--- src/rtl/sbus_ctl_pkg.sv ---
package sbus_ctl_pkg;

   localparam int unsigned REG_W = 8;

   // bit positions; the read layout and trigger semantics depend on them
   localparam int unsigned B_REL_TRIG = 0;
   localparam int unsigned B_CMD_TRIG = 1;
   localparam int unsigned B_REL_FLAG = 2;
   localparam int unsigned B_CMD_FLAG = 3;
   localparam int unsigned B_ACK_TRIG = 4;
   localparam int unsigned B_ACK_AUTO = 5;
   localparam int unsigned B_ACK_FLAG = 6;
   localparam int unsigned B_HOLD     = 7;

   localparam int unsigned N_FLAGS = 3;
   localparam int unsigned F_REL = 0;
   localparam int unsigned F_CMD = 1;
   localparam int unsigned F_ACK = 2;

   typedef struct packed {
      logic set;
      logic clr;
   } flag_evt_t;

   typedef enum logic [1:0] {
      SO_KEEP = 2'd0,
      SO_SET  = 2'd1,
      SO_CLR  = 2'd2
   } so_op_t;

endpackage

--- src/rtl/sbus_wr_decode.sv ---
module sbus_wr_decode #(
   parameter int unsigned W  = 8,
   localparam int unsigned IW = (W > 1) ? $clog2(W) : 1
) (
   input  logic          wr_byte_i,
   input  logic [W-1:0]  wr_data_i,
   input  logic          wr_bit_i,
   input  logic [IW-1:0] bit_idx_i,
   input  logic          bit_val_i,
   output logic [W-1:0]  we_o,
   output logic [W-1:0]  wd_o
);

   for (genvar i = 0; i < W; i++) begin : g_bit
      logic hit;
      assign hit   = wr_bit_i && (bit_idx_i == IW'(i));
      // byte access wins over a concurrent single-bit access
      assign we_o[i] = wr_byte_i | hit;
      assign wd_o[i] = wr_byte_i ? wr_data_i[i] : bit_val_i;
   end

endmodule

--- src/rtl/sbus_sck_edge.sv ---
module sbus_sck_edge #(
   parameter int unsigned STAGES = 2,
   parameter bit          IDLE   = 1'b1
) (
   input  logic clk,
   input  logic rst_n,
   input  logic sck_i,
   output logic fall_o,
   output logic rise_o
);

   if (STAGES < 2) begin : g_bad_stages
      $error("sbus_sck_edge: STAGES must be at least 2");
   end

   logic [STAGES:0] chain;

   always_ff @(posedge clk or negedge rst_n) begin
      if (!rst_n) chain[0] <= IDLE;
      else        chain[0] <= sck_i;
   end

   for (genvar k = 1; k <= STAGES; k++) begin : g_stage
      always_ff @(posedge clk or negedge rst_n) begin
         if (!rst_n) chain[k] <= IDLE;
         else        chain[k] <= chain[k-1];
      end
   end

   // chain[STAGES-1] is the synchronized level, chain[STAGES] its previous value
   assign fall_o =  chain[STAGES] & ~chain[STAGES-1];
   assign rise_o = ~chain[STAGES] &  chain[STAGES-1];

endmodule

--- src/rtl/sbus_det_flag.sv ---
module sbus_det_flag (
   input  logic clk,
   input  logic rst_n,
   input  logic set_i,
   input  logic clr_i,
   output logic q_o
);

   always_ff @(posedge clk or negedge rst_n) begin
      if (!rst_n)     q_o <= 1'b0;
      else if (clr_i) q_o <= 1'b0;
      else if (set_i) q_o <= 1'b1;
   end

endmodule

--- src/rtl/sbus_trig_ctl.sv ---
module sbus_trig_ctl
   import sbus_ctl_pkg::*;
#(
   parameter bit SO_RST = 1'b1
) (
   input  logic clk,
   input  logic rst_n,
   input  logic en_i,
   input  logic rel_req_i,
   input  logic cmd_req_i,
   input  logic ack_req_i,
   input  logic xfer_start_i,
   input  logic sck_fall_i,
   input  logic sck_rise_i,
   output logic so_latch_o,
   output logic ack_drive_o
);

   so_op_t so_op;
   logic   ack_pend;

   always_comb begin
      so_op = SO_KEEP;
      if (en_i) begin
         if (cmd_req_i)      so_op = SO_CLR;
         else if (rel_req_i) so_op = SO_SET;
      end
   end

   always_ff @(posedge clk or negedge rst_n) begin
      if (!rst_n) so_latch_o <= SO_RST;
      else begin
         case (so_op)
            SO_SET:  so_latch_o <= 1'b1;
            SO_CLR:  so_latch_o <= 1'b0;
            default: so_latch_o <= so_latch_o;
         endcase
      end
   end

   always_ff @(posedge clk or negedge rst_n) begin
      if (!rst_n)                    ack_pend <= 1'b0;
      else if (!en_i || xfer_start_i) ack_pend <= 1'b0;
      else if (ack_req_i)            ack_pend <= 1'b1;
      else if (sck_fall_i)           ack_pend <= 1'b0;
   end

   always_ff @(posedge clk or negedge rst_n) begin
      if (!rst_n)                                        ack_drive_o <= 1'b0;
      else if (!en_i)                                    ack_drive_o <= 1'b0;
      else if (sck_fall_i && ack_pend && !xfer_start_i)  ack_drive_o <= 1'b1;
      else if (sck_rise_i)                               ack_drive_o <= 1'b0;
   end

endmodule

--- src/rtl/sbus_ctl_reg.sv ---
module sbus_ctl_reg
   import sbus_ctl_pkg::*;
#(
   parameter int unsigned SYNC_STAGES = 2,
   parameter bit          SO_RST      = 1'b1,
   parameter bit          SCK_IDLE    = 1'b1
) (
   input  logic       clk,
   input  logic       rst_n,
   input  logic       en_i,
   input  logic       wr_byte_i,
   input  logic [7:0] wr_data_i,
   input  logic       wr_bit_i,
   input  logic [2:0] bit_idx_i,
   input  logic       bit_val_i,
   output logic [7:0] rd_data_o,
   input  logic       xfer_start_i,
   input  logic       rel_det_i,
   input  logic       cmd_det_i,
   input  logic       ack_det_i,
   input  logic       addr_rx_i,
   input  logic       addr_match_i,
   input  logic       wake_mode_i,
   input  logic       sck_i,
   output logic       so_latch_o,
   output logic       ack_drive_o
);

   if (REG_W != 8) begin : g_bad_width
      $error("sbus_ctl_reg: register width must be 8");
   end

   logic [REG_W-1:0] we, wd;
   logic             sck_fall, sck_rise;
   logic             hold_q, auto_q;
   flag_evt_t        evt [N_FLAGS];
   logic [N_FLAGS-1:0] flag_q;
   logic             unused_ro_wr;

   sbus_wr_decode #(.W(REG_W)) u_dec (
      .wr_byte_i (wr_byte_i),
      .wr_data_i (wr_data_i),
      .wr_bit_i  (wr_bit_i),
      .bit_idx_i (bit_idx_i),
      .bit_val_i (bit_val_i),
      .we_o      (we),
      .wd_o      (wd)
   );

   assign unused_ro_wr = ^{we[B_REL_FLAG], wd[B_REL_FLAG], we[B_CMD_FLAG],
                           wd[B_CMD_FLAG], we[B_ACK_FLAG], wd[B_ACK_FLAG]};

   sbus_sck_edge #(.STAGES(SYNC_STAGES), .IDLE(SCK_IDLE)) u_sck (
      .clk    (clk),
      .rst_n  (rst_n),
      .sck_i  (sck_i),
      .fall_o (sck_fall),
      .rise_o (sck_rise)
   );

   always_ff @(posedge clk or negedge rst_n) begin
      if (!rst_n) begin
         hold_q <= 1'b0;
         auto_q <= 1'b0;
      end else begin
         if (we[B_HOLD])     hold_q <= wd[B_HOLD];
         if (we[B_ACK_AUTO]) auto_q <= wd[B_ACK_AUTO];
      end
   end

   logic mismatch_clr;
   assign mismatch_clr = addr_rx_i & ~addr_match_i & wake_mode_i;

   assign evt[F_REL].set = rel_det_i;
   assign evt[F_REL].clr = xfer_start_i | ~en_i | mismatch_clr;
   assign evt[F_CMD].set = cmd_det_i;
   assign evt[F_CMD].clr = xfer_start_i | ~en_i | rel_det_i;
   assign evt[F_ACK].set = ack_det_i;
   assign evt[F_ACK].clr = xfer_start_i | ~en_i;

   for (genvar f = 0; f < N_FLAGS; f++) begin : g_flag
      sbus_det_flag u_flag (
         .clk   (clk),
         .rst_n (rst_n),
         .set_i (evt[f].set),
         .clr_i (evt[f].clr),
         .q_o   (flag_q[f])
      );
   end

   sbus_trig_ctl #(.SO_RST(SO_RST)) u_trig (
      .clk          (clk),
      .rst_n        (rst_n),
      .en_i         (en_i),
      .rel_req_i    (we[B_REL_TRIG] & wd[B_REL_TRIG]),
      .cmd_req_i    (we[B_CMD_TRIG] & wd[B_CMD_TRIG]),
      .ack_req_i    (we[B_ACK_TRIG] & wd[B_ACK_TRIG]),
      .xfer_start_i (xfer_start_i),
      .sck_fall_i   (sck_fall),
      .sck_rise_i   (sck_rise),
      .so_latch_o   (so_latch_o),
      .ack_drive_o  (ack_drive_o)
   );

   always_comb begin
      rd_data_o             = '0;
      rd_data_o[B_HOLD]     = hold_q;
      rd_data_o[B_ACK_FLAG] = flag_q[F_ACK];
      rd_data_o[B_ACK_AUTO] = auto_q;
      rd_data_o[B_CMD_FLAG] = flag_q[F_CMD];
      rd_data_o[B_REL_FLAG] = flag_q[F_REL];
   end

endmodule

--- config.mk ---
export PLATFORM = sky130hd
export DESIGN_NAME = sbus_ctl_reg
export DESIGN_NICKNAME = d
export VERILOG_FILES = /design/src/rtl/sbus_ctl_pkg.sv /design/src/rtl/sbus_wr_decode.sv /design/src/rtl/sbus_sck_edge.sv /design/src/rtl/sbus_det_flag.sv /design/src/rtl/sbus_trig_ctl.sv /design/src/rtl/sbus_ctl_reg.sv
export SDC_FILE = /design/constraint.sdc
export NUM_CORES = 1
export LEC_CHECK = 0
export CORE_ASPECT_RATIO = 0.7
export CORE_UTILIZATION = 30
export CTS_CLUSTER_SIZE = 14
export DETAILED_ROUTE_END_ITERATION = 6
export PLACE_DENSITY = 0.67
export SYNTH_ARGS = -nofsm -noshare
export SYNTH_HDL_FRONTEND = slang
export SYNTH_SLANG_ARGS = --single-unit
--- constraint.sdc ---
create_clock -name clk -period 1.2 [get_ports clk]
set_input_delay 0.3 -clock clk [delete_from_list [all_inputs] [get_ports clk]]
set_output_delay 0.3 -clock clk [all_outputs]
set_load 0.02 [all_outputs]
## Yosys cells after proc, flatten, opt, wreduce, memory -nomap -nowiden

Index checks and enable logic that the tools add are counted.

| word-level totals | value |
|---|---|
| flip-flop bits (word level) | 11 |
| bits of input ports | 25 |
| output and inout bits | 10 |
| logic and storage cells | 74 |

| operators by class | value |
|---|---|
| equal/unequal tests | 7 |
| multiplexer cells | 21 |
| bitwise operators | 19 |
| reductions and logical operators | 16 |

Operator list:

| operator | count |
|---|---|
| 2-to-1 mux 1 bit | 18 |
| == test 3 bit (second input constant) | 3 |
| OR 1 bit | 8 |
| nonzero test 2 bit | 4 |
| AND 1 bit | 7 |
| logical AND 1 bit | 7 |
| 2-to-1 mux 2 bit | 2 |
| inverter 1 bit | 4 |
| == test 3 x 1 -> 1 bit (second input constant) | 1 |
| zero test 3 bit | 1 |
| inequality test 3 x 1 -> 1 bit (second input constant) | 1 |
| nonzero test 3 bit | 1 |
| == test 2 x 1 -> 1 bit (second input constant) | 1 |
| == test 2 bit (second input constant) | 1 |
| zero test 1 bit | 2 |
| case mux 1 bit (2 select lines) | 1 |
| logical OR 1 bit | 1 |

## Longest topological paths before layout

Gate-level depths: netlist of the first run.

| logic depth | value |
|---|---|
| depth after elaboration | 9 |
| gate-level depth with buffers | 7 |
| depth with buffers taken out | 6 |

## By module

A second synthesis of the first run with hierarchy kept.

| unflattened totals | value |
|---|---|
| cells, all modules | 75 |
| area total of the unflattened synthesis | 724.4 sq um |

Modules (own cells, without submodules):

| module | instances | cells an instance | area each (sq um) | sequential area each (sq um) |
|---|---|---|---|---|
| sbus_wr_decode | 1 | 32 | 210.2 | 0.0 |
| sbus_ctl_reg | 1 | 17 | 165.2 | 50.0 |
| sbus_trig_ctl | 1 | 15 | 150.1 | 76.3 |
| sbus_det_flag | 3 | 2 | 35.0 | 25.0 |
| sbus_sck_edge | 1 | 5 | 93.8 | 78.8 |

## Least setup slack after synthesis of the first run

OpenSTA, ideal clock, no wires.

| timing | value |
|---|---|
| kind | input -> register |
| start | input wr_byte_i |
| end | register u_trig.so_latch_o |
| setup time | 79 ps |
| arrival | 1,396 ps |
| required time | 1,121 ps |
| setup slack | -275 ps |
| stages on the path | 6 |
| path buffers | 1 |
| path through | clkbuf_2 nor4b_2 a22o_1 nand3_1 ha_1 o21ai_0 |

| between the ends | value |
|---|---|
| cells in the longest elaborated chain, start to end | 7 |
| elaborated cells on any way between the ends | 13 |
| those cells by class | eq/ne: 2; mux: 6; bitwise: 4; reduce/logical: 1 |

Ends and longest elaborated chain:

| element | RTL line | RTL |
|---|---|---|
| from (decl) | sbus_ctl_reg.sv:11 | `input logic wr_byte_i,` |
| OR 1 bit / 2-to-1 mux 1 bit (equally long branches) | sbus_wr_decode.sv:18, sbus_wr_decode.sv:19 |  |
| AND 1 bit | sbus_ctl_reg.sv:95 | `.rel_req_i (we[B_REL_TRIG] & wd[B_REL_TRIG]),` |
| 2-to-1 mux 1 bit | sbus_trig_ctl.sv:26 | `else if (rel_req_i) so_op = SO_SET;` |
| 2-to-1 mux 2 bit * | sbus_trig_ctl.sv:25 | `if (cmd_req_i) so_op = SO_CLR;` |
| 2-to-1 mux 2 bit * | sbus_trig_ctl.sv:24 | `if (en_i) begin` |
| == test 2 bit / == test 2 x 1 -> 1 bit (equally long branches) | sbus_trig_ctl.sv:33 | `case (so_op)` |
| case mux 1 bit (2 select lines) / nonzero test 2 bit (equally long branches) | - |  |
| to (signal assigned) | sbus_trig_ctl.sv:36 | `default: so_latch_o <= so_latch_o;` |
| to (decl) | sbus_trig_ctl.sv:15 | `output logic so_latch_o,` |

Every way passes the cells marked *; elsewhere a longest branch is shown, timed or not.
A chain may end at the register's enable or synchronous reset.

## Worst setup path after layout of the first run

| timing | value |
|---|---|
| start | register u_trig.so_latch_o |
| end | output so_latch_o |

RTL lines:

| element | RTL line | RTL |
|---|---|---|
| to (decl) | sbus_ctl_reg.sv:25 | `output logic so_latch_o,` |

No word-level cell between the ends.

==> results of run 1 <==
[layout make-up]
class / count / area [um^2]
Multi-Input combinational cell: 36 / 254
Fill cell: 167 / 808
Sequential cell: 11 / 280
Clock buffer: 3 / 22.5
Clock inverter: 1 / 5.00
Inverter: 1 / 3.75
Timing Repair Buffer: 34 / 282
Tap cell: 21 / 26.3
[per-stage QoR]
stage	hold slack [ns]	worst slack (ns)	power (uW)	utilization [%]	TNS (ns)
after global routing	0.331	-0.0704	959	51.9	-0.0704
after CTS	0.314	-0.0336	913	51.8	-0.0336
after detailed placement	0.357	-0.659	662	52.5	-2.46
after global placement	0.346	-0.630	659	52.5	-2.35
final	0.319	-0.0176	897	51.9	-0.0176
after floorplan	0.00441	-0.118	537	-	-0.118
[flip-flops by register name (all words and copies together) (netlist names)]
register,flops
g_flag.u_flag.q_o,3
u_sck.chain,3
auto_q,1
hold_q,1
u_trig.ack_drive_o,1
u_trig.ack_pend,1
u_trig.so_latch_o,1
[what timing repair did]
action / in CTS / in global routing
pin swaps: 6 / 4
gates resized for setup: 55 / 1
setup endpoints to repair: 10 / 2
[power breakdown]
| group | switching, uW | total, uW | internal [uW] |
|---|---|---|---|
| Combinational | 96.5 | 221 | 125 |
| Sequential | 13.6 | 419 | 405 |
| Clock | 133 | 257 | 124 |
[synth_stat cells]
master / instances / area [um^2]
buf_4: 8 / 60.1
dfrtp_1: 7 / 175
nor2_1: 5 / 18.8
dfstp_2: 4 / 105
nand2_1: 4 / 15.0
o21ai_0: 3 / 15.0
nand3_1: 2 / 10.0
nor2b_1: 2 / 12.5
nor3_1: 2 / 10.0
a21boi_0: 1 / 7.51
a22o_1: 1 / 8.76
a22oi_1: 1 / 7.51
a31oi_1: 1 / 6.26
and4bb_1: 1 / 12.5
clkbuf_2: 1 / 5.00
conb_1: 1 / 3.75
ha_1: 1 / 12.5
inv_1: 1 / 3.75
mux2_1: 1 / 11.3
mux2_2: 1 / 11.3
mux2i_1: 1 / 10.0
nand2b_1: 1 / 6.26
nand4_1: 1 / 6.26
nand4b_1: 1 / 8.76
nor4b_1: 1 / 8.76
nor4b_2: 1 / 15.0
o21a_1: 1 / 7.51
[metal layers]
| metal | GRT usage (%) | up-vias | wire [um] |
|---|---|---|---|
| met3 | 8.24 | 3 | 85 |
| met5 | 0 | - | 0 |
| met4 | 3.85 | 0 | 8 |
| li1 | - | 246 | - |
| met1 | 16.9 | 230 | 541 |
| met2 | 18.9 | 18 | 573 |
[kinds of logic (layout without fill, tap and decap cells)]
logic type	after synthesis	count (layout)	share of synthesized area, %
buf+inv	10	39	12.0
compound gates	8	8	9.15
other cells	1	3	0.653
flops	11	11	48.8
fa+ha+maj	1	1	2.18
simple gates	21	21	21.6
mux	3	3	5.66
[worst paths after layout]
check / from / end / slack (ns) / depth (start not counted)
worst max-delay path: u_trig.so_latch_o / so_latch_o / -0.02 / 1
worst min-delay path: rst_n / hold_q / 0.32 / 2
worst max register to register: u_sck.chain[2] / u_trig.ack_drive_o / 0.12 / 3
worst min register to register: u_sck.chain[0] / u_sck.chain[1] / 0.36 / 0
max in group asynchronous: rst_n / u_trig.so_latch_o / 0.65 / 2
min in group clk: wr_byte_i / auto_q / 0.35 / 3
==> impl_metrics.yaml, run 1 <==
run_status:
  status: "complete, but fails checks"
  violations: "setup timing"
global_route:
  overflow: 0
  grt_max_degree: 12
  grtUsageTotal_pct: 13.5
  antenna_found_initial: 0
  grt_pass1_vias: 409
  grt_pass1_wl_um: 1840
floorplan:
  io_pins: 35
  die_x_um: 54.3
  die_area_mm2: 0.00210
  initial_core_util_pct: 34.2
  num_rows: 12
  fp.dieH_um: 38.6
  core-area_mm2: 0.00168
logic_synthesis:
  yosysSeqAreaShare_pct: 48.8
  syn_inst: 55
  ys_ff_latch: 11
  yosysWarnings: 0
  syn_area_per_cell_um2: 10.4
  synth_cell_types: 27
  netlist_area_um2: 574
critical_path:
  startpoint_type: "flip-flop"
  cp_data_required_time_ns: 0.90
  crit_path_max_fanout: 2
  crit_arrival_ns: 0.92
  end_kind: "output port"
  slowest_delay_ns: 0.54
  crit_slowest_cell: "dfstp_2"
  crit_chain: "buf_6"
  critPathKind: "reg2out"
  cp_num_buf_inv: 1
  cpLargestDelayFamily: "flip-flops"
cells_and_area:
  layout_commonest_cell: "clkdlybuf4s50_1"
  drive_above_1_share_pct: 33.7
  n_antenna_cell: 0
  synthToLayoutAreaGrowth_pct: 52.1
  layout_common_cells: "clkdlybuf4s50_1 (13), buf_2 (8), dfrtp_1 (7), buf_4 (7), nor2_1 (5)"
  nNetsFinal: 113
  finish.instance_area_um2: 873
  fin_cells: 107
route:
  post_drt_wl_per_cell_um: 11.3
  final_antenna_net_count: 0
  viasPerCell: 4.64
  drt_wl_total_um: 1210
  drt_iter0_markers: 6
  dr.pass1.iters: 3
  drc: 0
  dr_total_vias: 497
timing:
  setup_violations: 1
  skew_ns: 0.00597
  fin_ws_ns: -0.0176
  clock.fmax_mhz: 821
  rsz0062_at_grt: "true"
  fin_crit_sh_pct: 101
  slew_viol_final: 0
  hold_viol: 0
  period_needed_ns: 1.22
clocking:
  postCtsSetupBuffers: 0
  clock_path_buffers: 2
  cts_tree: "built"
  cts_buffers: 3
  cts.sinks: 11
  root_buffer: "clkbuf_4"
  path_clk_slew_ns: 0.08
  htreeDepth: 1
  holdBufCountCts: 0
  clkLatencyLatePin_ns: 0.28
placed_design:
  port_buffers: 28
  hpwl_um: 965
  gp_congestion: 0.672
  dp.cells: 103
  place_area_um2: 882
pwr:
  ir_drop_v: 0.000713
  leakagePower_uw: 0.000409
  p_per_area_mw_per_mm2: 1030
min_path:
  hold_path_class: "in2async"
job:
  maxCapViolCount: 0
No activity file was read; power rests on OpenSTA's default activity.
==> inputs of run 2 (changes only) <==
CAP_MARGIN = 20   (was not set)
CORE_ASPECT_RATIO = not set   (was 0.7)
CORE_UTILIZATION = 35   (was 30)
CTS_CLUSTER_DIAMETER = 120   (was not set)
PLACE_DENSITY = 0.76   (was 0.67)
==> impl_metrics.yaml, run 2 (synthesis results as in run 1) <==
cells_and_area:
  layout_commonest_cell: "clkdlybuf4s50_1"
  layout_common_cells: "clkdlybuf4s50_1 (13), buf_2 (8), buf_4 (8), dfrtp_1 (7), nor2_1 (5)"
  utilization_pct: 58.1
  nNetsFinal: 115
  reg_top3: "g_flag.u_flag.q_o (3), u_sck.chain (3)"
  finish.instance_area_um2: 886
  drive_above_1_share_pct: 35.2
  n_antenna_cell: 0
  synthToLayoutAreaGrowth_pct: 54.2
pwr:
  switching_share_pct: 26.2
  combPwrFrac_pct: 25.3
  internal_power_uw: 657
  power_frac_seq_pct: 47.0
  p_per_area_mw_per_mm2: 1010
  ir_drop_v: 0.000801
  leakagePower_uw: 0.000420
  p_clk_share_pct: 27.7
  switchingPower_uw: 234
route:
  post_drt_wl_per_cell_um: 10.8
  drt_wl_total_um: 1130
  dr.pass1.iters: 2
  dr_total_vias: 491
  met1Wirelength_um: 510
  final_antenna_net_count: 0
  wl_met3_um: 62
  viasPerCell: 4.72
  drc: 0
  drt_iter0_markers: 8
  top_layer: "met3"
  dr_wl_met2_um: 555
global_route:
  overflow: 0
  grtUsageTotal_pct: 15.2
  grt_pass1_vias: 514
  grt_max_degree: 12
  grt_pass1_wl_um: 2070
  antenna_found_initial: 0
critical_path:
  slowest_delay_ns: 0.54
  crit_chain: "buf_6"
  cp_num_buf_inv: 1
  cp_data_required_time_ns: 0.90
  critPathKind: "reg2out"
  cpLargestDelayFamily: "flip-flops"
  end_kind: "output port"
  crit_path_max_fanout: 2
  crit_slowest_cell: "dfstp_2"
  crit_arrival_ns: 0.91
  startpoint_type: "flip-flop"
clocking:
  clock_path_buffers: 2
  holdBufCountCts: 0
  clkLatencyLatePin_ns: 0.26
  cts.sinks: 11
  cts_tree: "built"
  cts_buffers: 3
  path_clk_slew_ns: 0.07
  root_buffer: "clkbuf_4"
  htreeDepth: 1
timing:
  period_needed_ns: 1.21
  slew_viol_final: 0
  fin_crit_sh_pct: 101
  timing.hold.ws_ns: 0.322
  skew_ns: 0.00100
  fin_ws_ns: -0.0105
  hold_viol: 0
  setup_tns_ns: -0.0105
  rsz0062_at_grt: "true"
  setup_violations: 1
  clock.fmax_mhz: 826
min_path:
  hold_path_class: "in2async"
job:
  maxCapViolCount: 0
run_status:
  status: "complete, but fails checks"
  violations: "setup timing"
floorplan:
  die_x_um: 42.5
  die_area_mm2: 0.00181
  io_pins: 35
  core-area_mm2: 0.00152
  initial_core_util_pct: 37.7
  num_rows: 14
  fp.dieH_um: 42.5
placed_design:
  place_ws_ns: -0.644
  port_buffers: 28
  gp_congestion: 0.733
  place_area_um2: 883
  hpwl_um: 954
## run 2: cell count changes in the layout (fill, tap and decap cells not counted)
| cell | delta |
|---|---|
| buf_6 | +1 |
| buf_4 | +1 |
## run 2: what timing repair did
item | CTS | global route
endpoints found under the setup margin | 10 | 4
resized for setup | 54 | 3
pin swaps | 7 | 1
buffers inserted | 1 | 0
## run 2: worst paths after layout
check	start	endpoint	slack [ns]	cells past startpoint
max	u_trig.so_latch_o	so_latch_o	-0.01	1
min reg2reg	u_sck.chain[0]	u_sck.chain[1]	0.36	0
min in group clk	u_sck.chain[0]	u_sck.chain[1]	0.36	0
max in group asynchronous	rst_n	u_trig.so_latch_o	0.66	2
max reg2reg	hold_q	hold_q	0.17	2
min	rst_n	g_flag[0].u_flag.q_o	0.32	2
## run 2: power by group through the flow
stage	sequential (uW)	clock (uW)	combinational (uW)
after floorplan	433	0	104
final	419	247	225
after CTS	419	256	229
after global routing	423	282	245
after global placement	423	0	236
after detailed placement	424	0	239
## run 2: stage by stage
step                total power, uW  cells
global placement                659     99
finish                          891    104
detailed placement              663     99
CTS                             905    104
floorplan                       537     57
global route                    949    104
## run 2: area by class of cell
cell class | count | area, um^2
sequential | 11 | 280
multi-input combinational | 36 | 254
clock inverter | 1 | 5.00
tap | 16 | 20.0
inverter | 1 | 3.75
timing repair buffer | 36 | 300
fill | 151 | 638
clock buffer | 3 | 22.5
## run 2: routing by layer
layer,up-vias,GRT usage (%)
li1,253,-
met3,0,5.17
met2,20,25.8
met1,218,19.0
met4,0,1.88
met5,-,0
